**src/rtl/smb_pkg.sv**
```systemverilog
package smb_pkg;
  typedef enum logic [2:0] {ST_IDLE, ST_RX, ST_RX_ACK, ST_TX, ST_TX_ACK} link_st_e;
  typedef enum logic [1:0] {PH_ADDR, PH_OFFSET, PH_COUNT, PH_DATA} rx_ph_e;

  localparam int          ID_ADDR  = 7;
  localparam logic [7:0]  ID_VAL   = 8'h05;
  localparam logic [7:0]  CNT_RST  = 8'h14;
  localparam logic [7:0]  TOP1_VAL = 8'h60;  // second-to-last register
  localparam logic [7:0]  TOP0_VAL = 8'h13;  // last register
endpackage

```
**src/rtl/smb_sync_det.sv**
```systemverilog
module smb_sync_det #(
  parameter int STAGES = 2
) (
  input  logic clk_i,
  input  logic rst_ni,
  input  logic scl_i,
  input  logic sda_i,
  output logic sda_o,
  output logic scl_rise_o,
  output logic scl_fall_o,
  output logic start_o,
  output logic stop_o
);
  logic [STAGES-1:0] scl_ff, sda_ff;
  logic scl_q, sda_q, scl_s;

  always_ff @(posedge clk_i or negedge rst_ni) begin
    if (!rst_ni) begin
      scl_ff <= '1;
      sda_ff <= '1;
      scl_q  <= 1'b1;
      sda_q  <= 1'b1;
    end else begin
      scl_ff <= {scl_ff[STAGES-2:0], scl_i};
      sda_ff <= {sda_ff[STAGES-2:0], sda_i};
      scl_q  <= scl_ff[STAGES-1];
      sda_q  <= sda_ff[STAGES-1];
    end
  end

  assign scl_s      = scl_ff[STAGES-1];
  assign sda_o      = sda_ff[STAGES-1];
  assign scl_rise_o = scl_s & ~scl_q;
  assign scl_fall_o = ~scl_s & scl_q;
  assign start_o    = scl_s & scl_q & sda_q & ~sda_o;
  assign stop_o     = scl_s & scl_q & ~sda_q & sda_o;
endmodule

```
**src/rtl/smb_regfile.sv**
```systemverilog
module smb_regfile import smb_pkg::*; #(
  parameter int NUM_REGS = 64,
  parameter int CNT_ADDR = 8,
  parameter int STS_ADDR = 21,
  localparam int AW = $clog2(NUM_REGS)
) (
  input  logic                  clk_i,
  input  logic                  rst_ni,
  input  logic                  we_i,
  input  logic [AW-1:0]         waddr_i,
  input  logic [7:0]            wdata_i,
  input  logic [AW-1:0]         raddr_i,
  output logic [7:0]            rdata_o,
  input  logic [7:0]            status_i,
  output logic [NUM_REGS*8-1:0] regs_o
);
  logic [7:0] view [NUM_REGS];

  for (genvar i = 0; i < NUM_REGS; i++) begin : g_reg
    if (i == ID_ADDR) begin : g_id
      assign view[i] = ID_VAL;
    end else if (i == NUM_REGS-2) begin : g_top1
      assign view[i] = TOP1_VAL;
    end else if (i == NUM_REGS-1) begin : g_top0
      assign view[i] = TOP0_VAL;
    end else if (i == STS_ADDR) begin : g_sts
      assign view[i] = status_i;
    end else begin : g_rw
      localparam logic [7:0] RST = (i == CNT_ADDR) ? CNT_RST : 8'h00;
      logic [7:0] q;
      always_ff @(posedge clk_i or negedge rst_ni) begin
        if (!rst_ni)                          q <= RST;
        else if (we_i && waddr_i == AW'(i))   q <= wdata_i;
      end
      assign view[i] = q;
    end
    assign regs_o[i*8 +: 8] = view[i];
  end

  assign rdata_o = view[raddr_i];
endmodule

```
**src/rtl/smb_link.sv**
```systemverilog
module smb_link import smb_pkg::*; #(
  parameter int         AW       = 6,
  parameter logic [6:0] DEV_ADDR = 7'h69
) (
  input  logic          clk_i,
  input  logic          rst_ni,
  input  logic          scl_rise_i,
  input  logic          scl_fall_i,
  input  logic          start_i,
  input  logic          stop_i,
  input  logic          sda_i,
  output logic          sda_oe_o,
  output logic          we_o,
  output logic [AW-1:0] waddr_o,
  output logic [7:0]    wdata_o,
  output logic [AW-1:0] raddr_o,
  input  logic [7:0]    rdata_i,
  input  logic [7:0]    cnt_i
);
  link_st_e      st;
  rx_ph_e        ph;
  logic [3:0]    bit_cnt;
  logic [7:0]    sh, remain;
  logic [AW-1:0] ptr;
  logic          single, rd_mode, m_ack, drive;
  logic          byte_end;

  assign byte_end = (st == ST_RX) && scl_fall_i && (bit_cnt == 4'd8);
  assign we_o     = byte_end && (ph == PH_DATA) && (remain != 8'd0);
  assign waddr_o  = ptr;
  assign wdata_o  = sh;
  assign raddr_o  = ptr;
  assign sda_oe_o = drive;

  always_ff @(posedge clk_i or negedge rst_ni) begin
    if (!rst_ni) begin
      st <= ST_IDLE; ph <= PH_ADDR; bit_cnt <= '0; sh <= '0; remain <= '0;
      ptr <= '0; single <= 1'b0; rd_mode <= 1'b0; m_ack <= 1'b0; drive <= 1'b0;
    end else if (start_i) begin
      st <= ST_RX; ph <= PH_ADDR; bit_cnt <= '0; drive <= 1'b0;
    end else if (stop_i) begin
      st <= ST_IDLE; drive <= 1'b0;
    end else begin
      unique case (st)
        ST_RX: begin
          if (scl_rise_i && bit_cnt != 4'd8) begin
            sh      <= {sh[6:0], sda_i};
            bit_cnt <= bit_cnt + 4'd1;
          end
          if (byte_end) begin
            st <= ST_RX_ACK;
            unique case (ph)
              PH_ADDR: begin
                if (sh[7:1] == DEV_ADDR) begin
                  drive   <= 1'b1;
                  rd_mode <= sh[0];
                  ph      <= PH_OFFSET;
                  if (sh[0]) sh <= single ? rdata_i : cnt_i;
                end else begin
                  st <= ST_IDLE;
                end
              end
              PH_OFFSET: begin
                drive  <= 1'b1;
                ptr    <= sh[AW-1:0];
                single <= sh[7];
                remain <= 8'd1;
                ph     <= sh[7] ? PH_DATA : PH_COUNT;
              end
              PH_COUNT: begin
                drive  <= 1'b1;
                remain <= sh;
                ph     <= PH_DATA;
              end
              PH_DATA: begin
                if (remain != 8'd0) begin
                  drive  <= 1'b1;
                  ptr    <= ptr + AW'(1);
                  remain <= remain - 8'd1;
                end
              end
              default: ;
            endcase
          end
        end
        ST_RX_ACK: begin
          if (scl_fall_i) begin
            bit_cnt <= '0;
            if (rd_mode) begin
              st    <= ST_TX;
              drive <= ~sh[7];
            end else begin
              st    <= ST_RX;
              drive <= 1'b0;
            end
          end
        end
        ST_TX: begin
          if (scl_rise_i) bit_cnt <= bit_cnt + 4'd1;
          if (scl_fall_i) begin
            if (bit_cnt == 4'd8) begin
              drive <= 1'b0;
              st    <= ST_TX_ACK;
            end else if (bit_cnt != 4'd0) begin
              sh    <= {sh[6:0], 1'b0};
              drive <= ~sh[6];
            end
          end
        end
        ST_TX_ACK: begin
          if (scl_rise_i) m_ack <= ~sda_i;
          if (scl_fall_i) begin
            if (m_ack && !single) begin
              sh      <= rdata_i;
              ptr     <= ptr + AW'(1);
              drive   <= ~rdata_i[7];
              bit_cnt <= '0;
              st      <= ST_TX;
            end else begin
              st <= ST_IDLE;
            end
          end
        end
        default: ;
      endcase
    end
  end
endmodule

```
**src/rtl/smb_reg_slave.sv**
```systemverilog
module smb_reg_slave import smb_pkg::*; #(
  parameter int         NUM_REGS = 64,
  parameter logic [6:0] DEV_ADDR = 7'h69,
  parameter int         CNT_ADDR = 8,
  parameter int         STS_ADDR = 21
) (
  input  logic                  clk_i,
  input  logic                  rst_ni,
  input  logic                  scl_i,
  input  logic                  sda_i,
  output logic                  sda_oe_o,
  input  logic [7:0]            status_i,
  output logic [NUM_REGS*8-1:0] regs_o
);
  localparam int AW = $clog2(NUM_REGS);

  logic          sda_s, scl_rise, scl_fall, start_det, stop_det, wr_en;
  logic [AW-1:0] wr_addr, rd_addr;
  logic [7:0]    wr_data, rd_data;

  smb_sync_det #(.STAGES(2)) u_sync (
    .clk_i, .rst_ni, .scl_i, .sda_i,
    .sda_o(sda_s), .scl_rise_o(scl_rise), .scl_fall_o(scl_fall),
    .start_o(start_det), .stop_o(stop_det)
  );

  smb_link #(.AW(AW), .DEV_ADDR(DEV_ADDR)) u_link (
    .clk_i, .rst_ni,
    .scl_rise_i(scl_rise), .scl_fall_i(scl_fall),
    .start_i(start_det), .stop_i(stop_det), .sda_i(sda_s),
    .sda_oe_o,
    .we_o(wr_en), .waddr_o(wr_addr), .wdata_o(wr_data),
    .raddr_o(rd_addr), .rdata_i(rd_data),
    .cnt_i(regs_o[CNT_ADDR*8 +: 8])
  );

  smb_regfile #(.NUM_REGS(NUM_REGS), .CNT_ADDR(CNT_ADDR), .STS_ADDR(STS_ADDR)) u_regs (
    .clk_i, .rst_ni,
    .we_i(wr_en), .waddr_i(wr_addr), .wdata_i(wr_data),
    .raddr_i(rd_addr), .rdata_o(rd_data),
    .status_i, .regs_o
  );
endmodule

```
**config.mk**
```make
export PLATFORM = sky130hd
export DESIGN_NAME = smb_reg_slave
export DESIGN_NICKNAME = d
export VERILOG_FILES = /design/src/rtl/smb_pkg.sv /design/src/rtl/smb_sync_det.sv /design/src/rtl/smb_regfile.sv /design/src/rtl/smb_link.sv /design/src/rtl/smb_reg_slave.sv
export SDC_FILE = /design/constraint.sdc
export NUM_CORES = 1
export LEC_CHECK = 0
export ABC_AREA = 0
export BUFFER_PORTS_ARGS = -buffer_cell sky130_fd_sc_hd__buf_4
export CAP_MARGIN = 10
export CORE_MARGIN = 5
export CORE_UTILIZATION = 40
export DETAILED_ROUTE_END_ITERATION = 10
export RECOVER_POWER = 50
export SETUP_SLACK_MARGIN = 0.05
export SLEW_MARGIN = 15
export SYNTH_ARGS = -nofsm -noshare
export SYNTH_HDL_FRONTEND = slang
export SYNTH_SLANG_ARGS = --single-unit
```
**constraint.sdc**
```tcl
create_clock -name clk_i -period 2.5 [get_ports clk_i]
set_input_delay 0.125 -clock clk_i [delete_from_list [all_inputs] [get_ports clk_i]]
set_output_delay 0.125 -clock clk_i [all_outputs]
set_load 0.02 [all_outputs]
```
Word level (Yosys, flattened, before mapping)
Index checks and enable logic that the tools add are counted.
Widths: inputs -> output; s select.
{ "word_totals": {"register_bits": 521, "input_bits": 12, "out_inout_bits": 513, "wordCells": 343} }
{ "op_classes": {"n_addsub": 3, "order_cmp": 1, "n_eq_ne": 94, "muxes": 64, "bitwise_logic": 17, "reduce_logical": 90} }
{ "ops": {"columns": ["op", "count"], "rows": [
  ["$eq 6x6->1 const B", 30],
  ["$mux 8", 14],
  ["$eq 6x5->1 const B", 15],
  ["$logic_and 1x1->1", 66],
  ["$bmux 8 s6", 1],
  ["$eq 6x4->1 const B", 8],
  ["$pmux 8 s3", 2],
  ["$mux 4", 7],
  ["$mux 3", 8],
  ["$mux 6", 4],
  ["$ne 4x3->1 const B", 6],
  ["$pmux 6 s2", 2],
  ["$eq 6x3->1 const B", 3],
  ["$reduce_and 6->1", 3],
  ["$mux 2", 8],
  ["$pmux 4 s4", 1],
  ["$reduce_and 8->1", 2],
  ["$ne 3x2->1 const B", 5],
  ["$mux 1", 13],
  ["$eq 6x2->1 const B", 2],
  ["$pmux 3 s4", 1],
  ["$ne 2x1->1 const B", 5],
  ["$ne 5x5->1 const B", 2],
  ["$reduce_and 5->1", 2],
  ["other kinds (35)", 59]
]} }

Longest topological paths before layout
{ "depth": {"depth_word": 10, "mapped_depth": 12, "depth_no_buf": 9} }

Cells and area by module
A second synthesis with hierarchy kept.
{ "unflattened": {"cells_unflattened": 1891, "hier_area_um2": 25478.2} }
{ "by_module_without_submodules": {"columns": ["mod", "n_inst", "cells_each", "area_each_um2", "seq_area_each_um2"], "rows": [
  ["smb_regfile", 1, 1551, 22544.1, 12014.0],
  ["smb_link", 1, 330, 2743.9, 875.8],
  ["smb_sync_det", 1, 10, 190.2, 157.7]
]} }

Least setup slack after synthesis
Ideal clock, no wire load.
{ "synth_path": {"path_kind": "reg2reg", "start": "reg u_link.bit_cnt[0]", "end": "reg u_link.sh[2], in the netlist u_link.wdata_o[2]", "setup_ns": 0.137, "t_arrival_ns": 2.344, "t_required_ns": 2.363, "setup_slack_ns": 0.019, "stages_incl_launch_ff": 11, "cell_sequence": "dfrtp_1 inv_1 ha_1 nand3b_1 nand2b_1 clkbuf_1 mux2i_1 mux2i_1 a221o_1 a2111oi_0 nor3_1"} }
{ "synth_via": {"elab_chain_len": 8, "elab_cells_between_ends": 14, "cone_classes": "eq/ne (4); mux (6); reduce/logical (4)"} }
{ "synth_lines": {"columns": ["item", "line_no", "source"], "rows": [
  ["start, declared", "smb_link.sv:22", "logic [3:0] bit_cnt;"],
  ["start signal, assigned", "smb_link.sv:48", "bit_cnt <= bit_cnt + 4'd1;"],
  ["start signal, assigned", "smb_link.sv:99", "if (scl_rise_i) bit_cnt <= bit_cnt + 4'd1;"],
  ["$ne 4x4->1", "smb_link.sv:46", "if (scl_rise_i && bit_cnt != 4'd8) begin"],
  ["$logic_and 1x1->1", "smb_link.sv:46", null],
  ["$mux 8", "smb_link.sv:46", null],
  ["$mux 8", "smb_link.sv:58", "if (sh[0]) sh <= single ? rdata_i : cnt_i;"],
  ["$mux 8", "smb_link.sv:54", "if (sh[7:1] == DEV_ADDR) begin"],
  ["$mux 8", "smb_link.sv:52", "unique case (ph)"],
  ["$mux 8", "smb_link.sv:50", "if (byte_end) begin"],
  ["$pmux 8 s3", "smb_link.sv:44", "unique case (st)"],
  ["end signal, assigned", "smb_link.sv:47", "sh <= {sh[6:0], sda_i};"],
  ["end signal, assigned", "smb_link.sv:58", null],
  ["end signal, assigned", "smb_link.sv:105", "sh <= {sh[6:0], 1'b0};"],
  ["end, declared", "smb_link.sv:23", "logic [7:0] sh, remain;"]
]} }
Parallel ways exist; a longest one is shown, timed or not.
A chain may end at the register's enable or synchronous reset.

Worst setup path after layout
{ "layout_path": {"start": "reg u_link.ptr[0], in the netlist u_link.raddr_o[0]", "end": "reg u_link.sh[1], in the netlist u_link.wdata_o[1]"} }
{ "layout_via": {"elab_chain_len": 10, "elab_cells_between_ends": 12, "cone_classes": "mux (11); bitwise (1)"} }
{ "layout_lines": {"columns": ["item", "line_no", "source"], "rows": [
  ["start, declared", "smb_link.sv:24", "logic [AW-1:0] ptr;"],
  ["start signal, assigned", "smb_link.sv:65", "ptr <= sh[AW-1:0];"],
  ["start signal, assigned", "smb_link.sv:78", "ptr <= ptr + AW'(1);"],
  ["start signal, assigned", "smb_link.sv:115", "ptr <= ptr + AW'(1);"],
  ["$not 6->7 (implied by the code) *", "smb_regfile.sv:40", "assign rdata_o = view[raddr_i];"],
  ["$bmux 8 s6 *", "smb_regfile.sv:40", null],
  ["$mux 8 (implied by the code) * (2 in a row)", "smb_regfile.sv:40", null],
  ["$mux 8 (2 in a row)", "smb_link.sv:58", null],
  ["$mux 8", "smb_link.sv:54", null],
  ["$mux 8", "smb_link.sv:52", null],
  ["$mux 8", "smb_link.sv:50", null],
  ["$pmux 8 s3 *", "smb_link.sv:44", null]
]} }
Every way passes the cells marked *; elsewhere a longest branch is shown, timed or not. The select of a mux whose other input is x is not followed.

==> impl_metrics.ini <==
[hold_path]
hp-class = in2reg
holdPathStages = 2

[detailed_routing]
first_pass_iters = 7
num_vias = 19800
postRouteWirelength_um = 106000
drt_iter0_drc = 1635
drt-wirelength-per-cell_um = 31.1
remaining_drc_errors = 0
ant_nets = 0
vias_per_cell = 5.80

[die]
start_util_pct = 40.2
core_area_um2 = 63000
dieArea_um2 = 68500
io_pins = 525
row_count = 92
die_h_um = 262
die_x_um = 262

[synthesis]
ys_dominant_reg_cell = dfrtp_1
synth_area_per_cell_um2 = 13.8
yosysTopAreaCell = dfrtp_1
ys_warn_count = 0
synth_cell_types = 70
synth_cells = 1841
async_reset_ff_share_pct = 100
synth_seq_cells = 521
synthesis.area_um2 = 25300
yosysTopAreaCellShare_pct = 50.7
ys_seq_area_share_pct = 51.5
synth_area_leaders = dfrtp_1, mux2_2, mux4_2
synth_edf_count = 0

[sta]
clock_skew_ns = 0.0262
drv_slew = 52
fin_crit_sh_pct = 110
timing.hold.ws_ns = 0.171
hold_viol_final = 0
tightest_slew_ns = 1.66
setup_viol = 15
fin_ws_ns = -0.238
relSlewSlack_pct = -10.4
rsz0062_at_grt = yes
post-route-min-period_ns = 2.74
fmax_mhz = 365

[grt]
overflow = 0
track_usage_pct = 29.7
antenna_found_initial = 2
grt_pass1_wl_um = 149000
grt_max_degree = 99
grt_pass1_vias = 20400

[status]
violations = max-capacitance violations, max-slew violations, negative setup slack
status = finished with violations

[place]
dpl.hpwl_um = 75700
postPlaceCellArea_um2 = 31700
port_buffers = 500
place_congestion = 0.956

[cells_and_area]
area_growth_pct = 40.2
antenna_cells_inserted = 0
nNetsFinal = 2550
final_area_um2 = 35500
drive_gt1_share_pct = 59.8

[run]
drv_cap = 1

[critical_path]
crit_arrival_ns = 3.24
crit_top_cell = mux4_2
rr_worst_depth = 8
cp.required_ns = 3.00
critical_path_class = reg2reg
cp_cell_sequence = buf_16 > buf_4 > mux4_2 > mux4_2 > mux2_4 > nand3_1 > a31oi_1 > a21o_1
crit_fanout = 12
cp-start-kind = register
worst_setup_path_end_kind = register
critPathSlowestCell = mux4_2
slowest_delay_ns = 0.53

[clock_tree]
cts.sink_count = 521
cts_made_buffers = 58
clockRootBuffer = clkbuf_16
cts_tree = yes
path_clk_slew_ns = 0.06
clock_latency_ns = 0.63
htree_levels = 2
clockBufferDepth = 3

[power_and_ir_drop]
p_per_area_nw_per_um2 = 600
power.leakage_nw = 17.6
max-vdd-ir-drop_mv = 0.574
[state kept, by name (all words and copies together), names as in the netlist, 3 cells and up]
signal and count:
u_link.bit_cnt 4, u_link.wdata_o 8, u_link.raddr_o 6, u_link.st 3
u_link.remain 8, u_regs.g.g_rw.q 480
[synthesized netlist by cell type (all sizes together), types with 23 or more instances]
library cell	count
mux4	109
nor2	54
clkbuf	92
nor3	23
buf	70
nand2b	26
a21oi	36
nand3	26
o21ai	57
dfrtp	513
nand2	97
mux2i	36
mux2	502
[report_power, final]
group	leakage [nW]	internal [mW]	total, mW	switching, mW
combinational	9.39	0.843	3.50	2.66
clock	1.01	5.51	9.16	3.65
sequential	7.22	8.56	8.67	0.112
[what timing repair did]
action / CTS / global route
hold buffers: 3 / 0
gates cloned: 3 / 8
resized for setup: 86 / 343
buffers inserted: 13 / 15
endpoints found under the setup margin: 481 / 467
pin swaps: 17 / 27
hold endpoints to repair: 297 / 0
[layer usage]
metal	track usage, %	share of wire (%)
met1	38.6	39
met2	48.9	49
met3	6.60	8.0
met4	11.3	4.7
met5	0	0
[cell type report]
class,count,area (um^2)
Fill cell,5238,27400
Tap cell,846,1060
Multi-Input combinational cell,1161,12800
Sequential cell,521,13100
Clock inverter,16,259
Clock buffer,88,1790
Timing Repair Buffer,765,6500
Inverter,19,72.6
[cell usage in the layout (no fill, tap or decap), drive strengths merged, types with 7 or more instances in the layout]
cell    Yosys  final
buf        70    695
inv        17     18
mux2      502    502
clkinv      2     10
a31oi       9      9
dfrtp     513    513
o21ai      57     57
nor3       23     23
a211oi      9      9
conb        2     24
nand3      26     26
dfstp       8      8
nor2b      18     18
clkbuf     92    155
nand2      97     97
a21oi      36     36
nand2b     26     26
o22ai       8      8
mux4      109    109
nor2       54     54
a22oi       9      9
and3        8      8
o211ai      7      7
mux2i      36     36
ha         12     12
a221oi      9      9
[kinds of logic after synthesis]
kind of cell | share of synthesized area (%)
multiplexers | 33.4
flip-flops | 51.5
AND/OR/NAND/NOR | 5.90
AO/OA/AOI/OAI | 5.02
buffers and inverters | 3.52
adder cells (fa/ha/maj) | 0.593
other | 0.0296
XOR/XNOR | 0.0346
[final timing paths]
kind	startpoint	to	slack (ns)
worst max-delay path	u_link.raddr_o[0]	u_link.wdata_o[1]	-0.24
worst min-delay path	scl_i	u_sync.scl_ff[0]	0.17
worst max register to register	u_link.raddr_o[0]	u_link.wdata_o[1]	-0.24
worst min register to register	u_sync.scl_ff[0]	u_sync.scl_ff[1]	0.36
max in group asynchronous	rst_ni	u_regs.g_reg[6].g_rw.q[4]	0.34
min in group asynchronous	rst_ni	u_link.remain[5]	0.50
[critical path: cells and delay by family (launching register included)]
family,cells,cell delay (ns)
muxes,3,1.38
DFF,1,0.51
AOI/OAI and AO/OA,2,0.23
and+or+nand+nor,1,0.12
buffers and inverters,2,0.35
[metrics by stage]
step                std cells  setup TNS, ns  utilization (%)  total power, mW  setup WS (ns)
global route             3416         -22.36             56.4             21.9         -0.252
finish                   3416          -1.41             56.4             21.3         -0.238
detailed placement       3270         -60.71             50.3             12.0         -0.285
global placement         3270         -53.47             50.3             12.0         -0.266
floorplan                1863              0                -             10.4         0.0555
CTS                      3393          -1.45             54.5             21.3         -0.198
(Power assumes the default switching activity.)
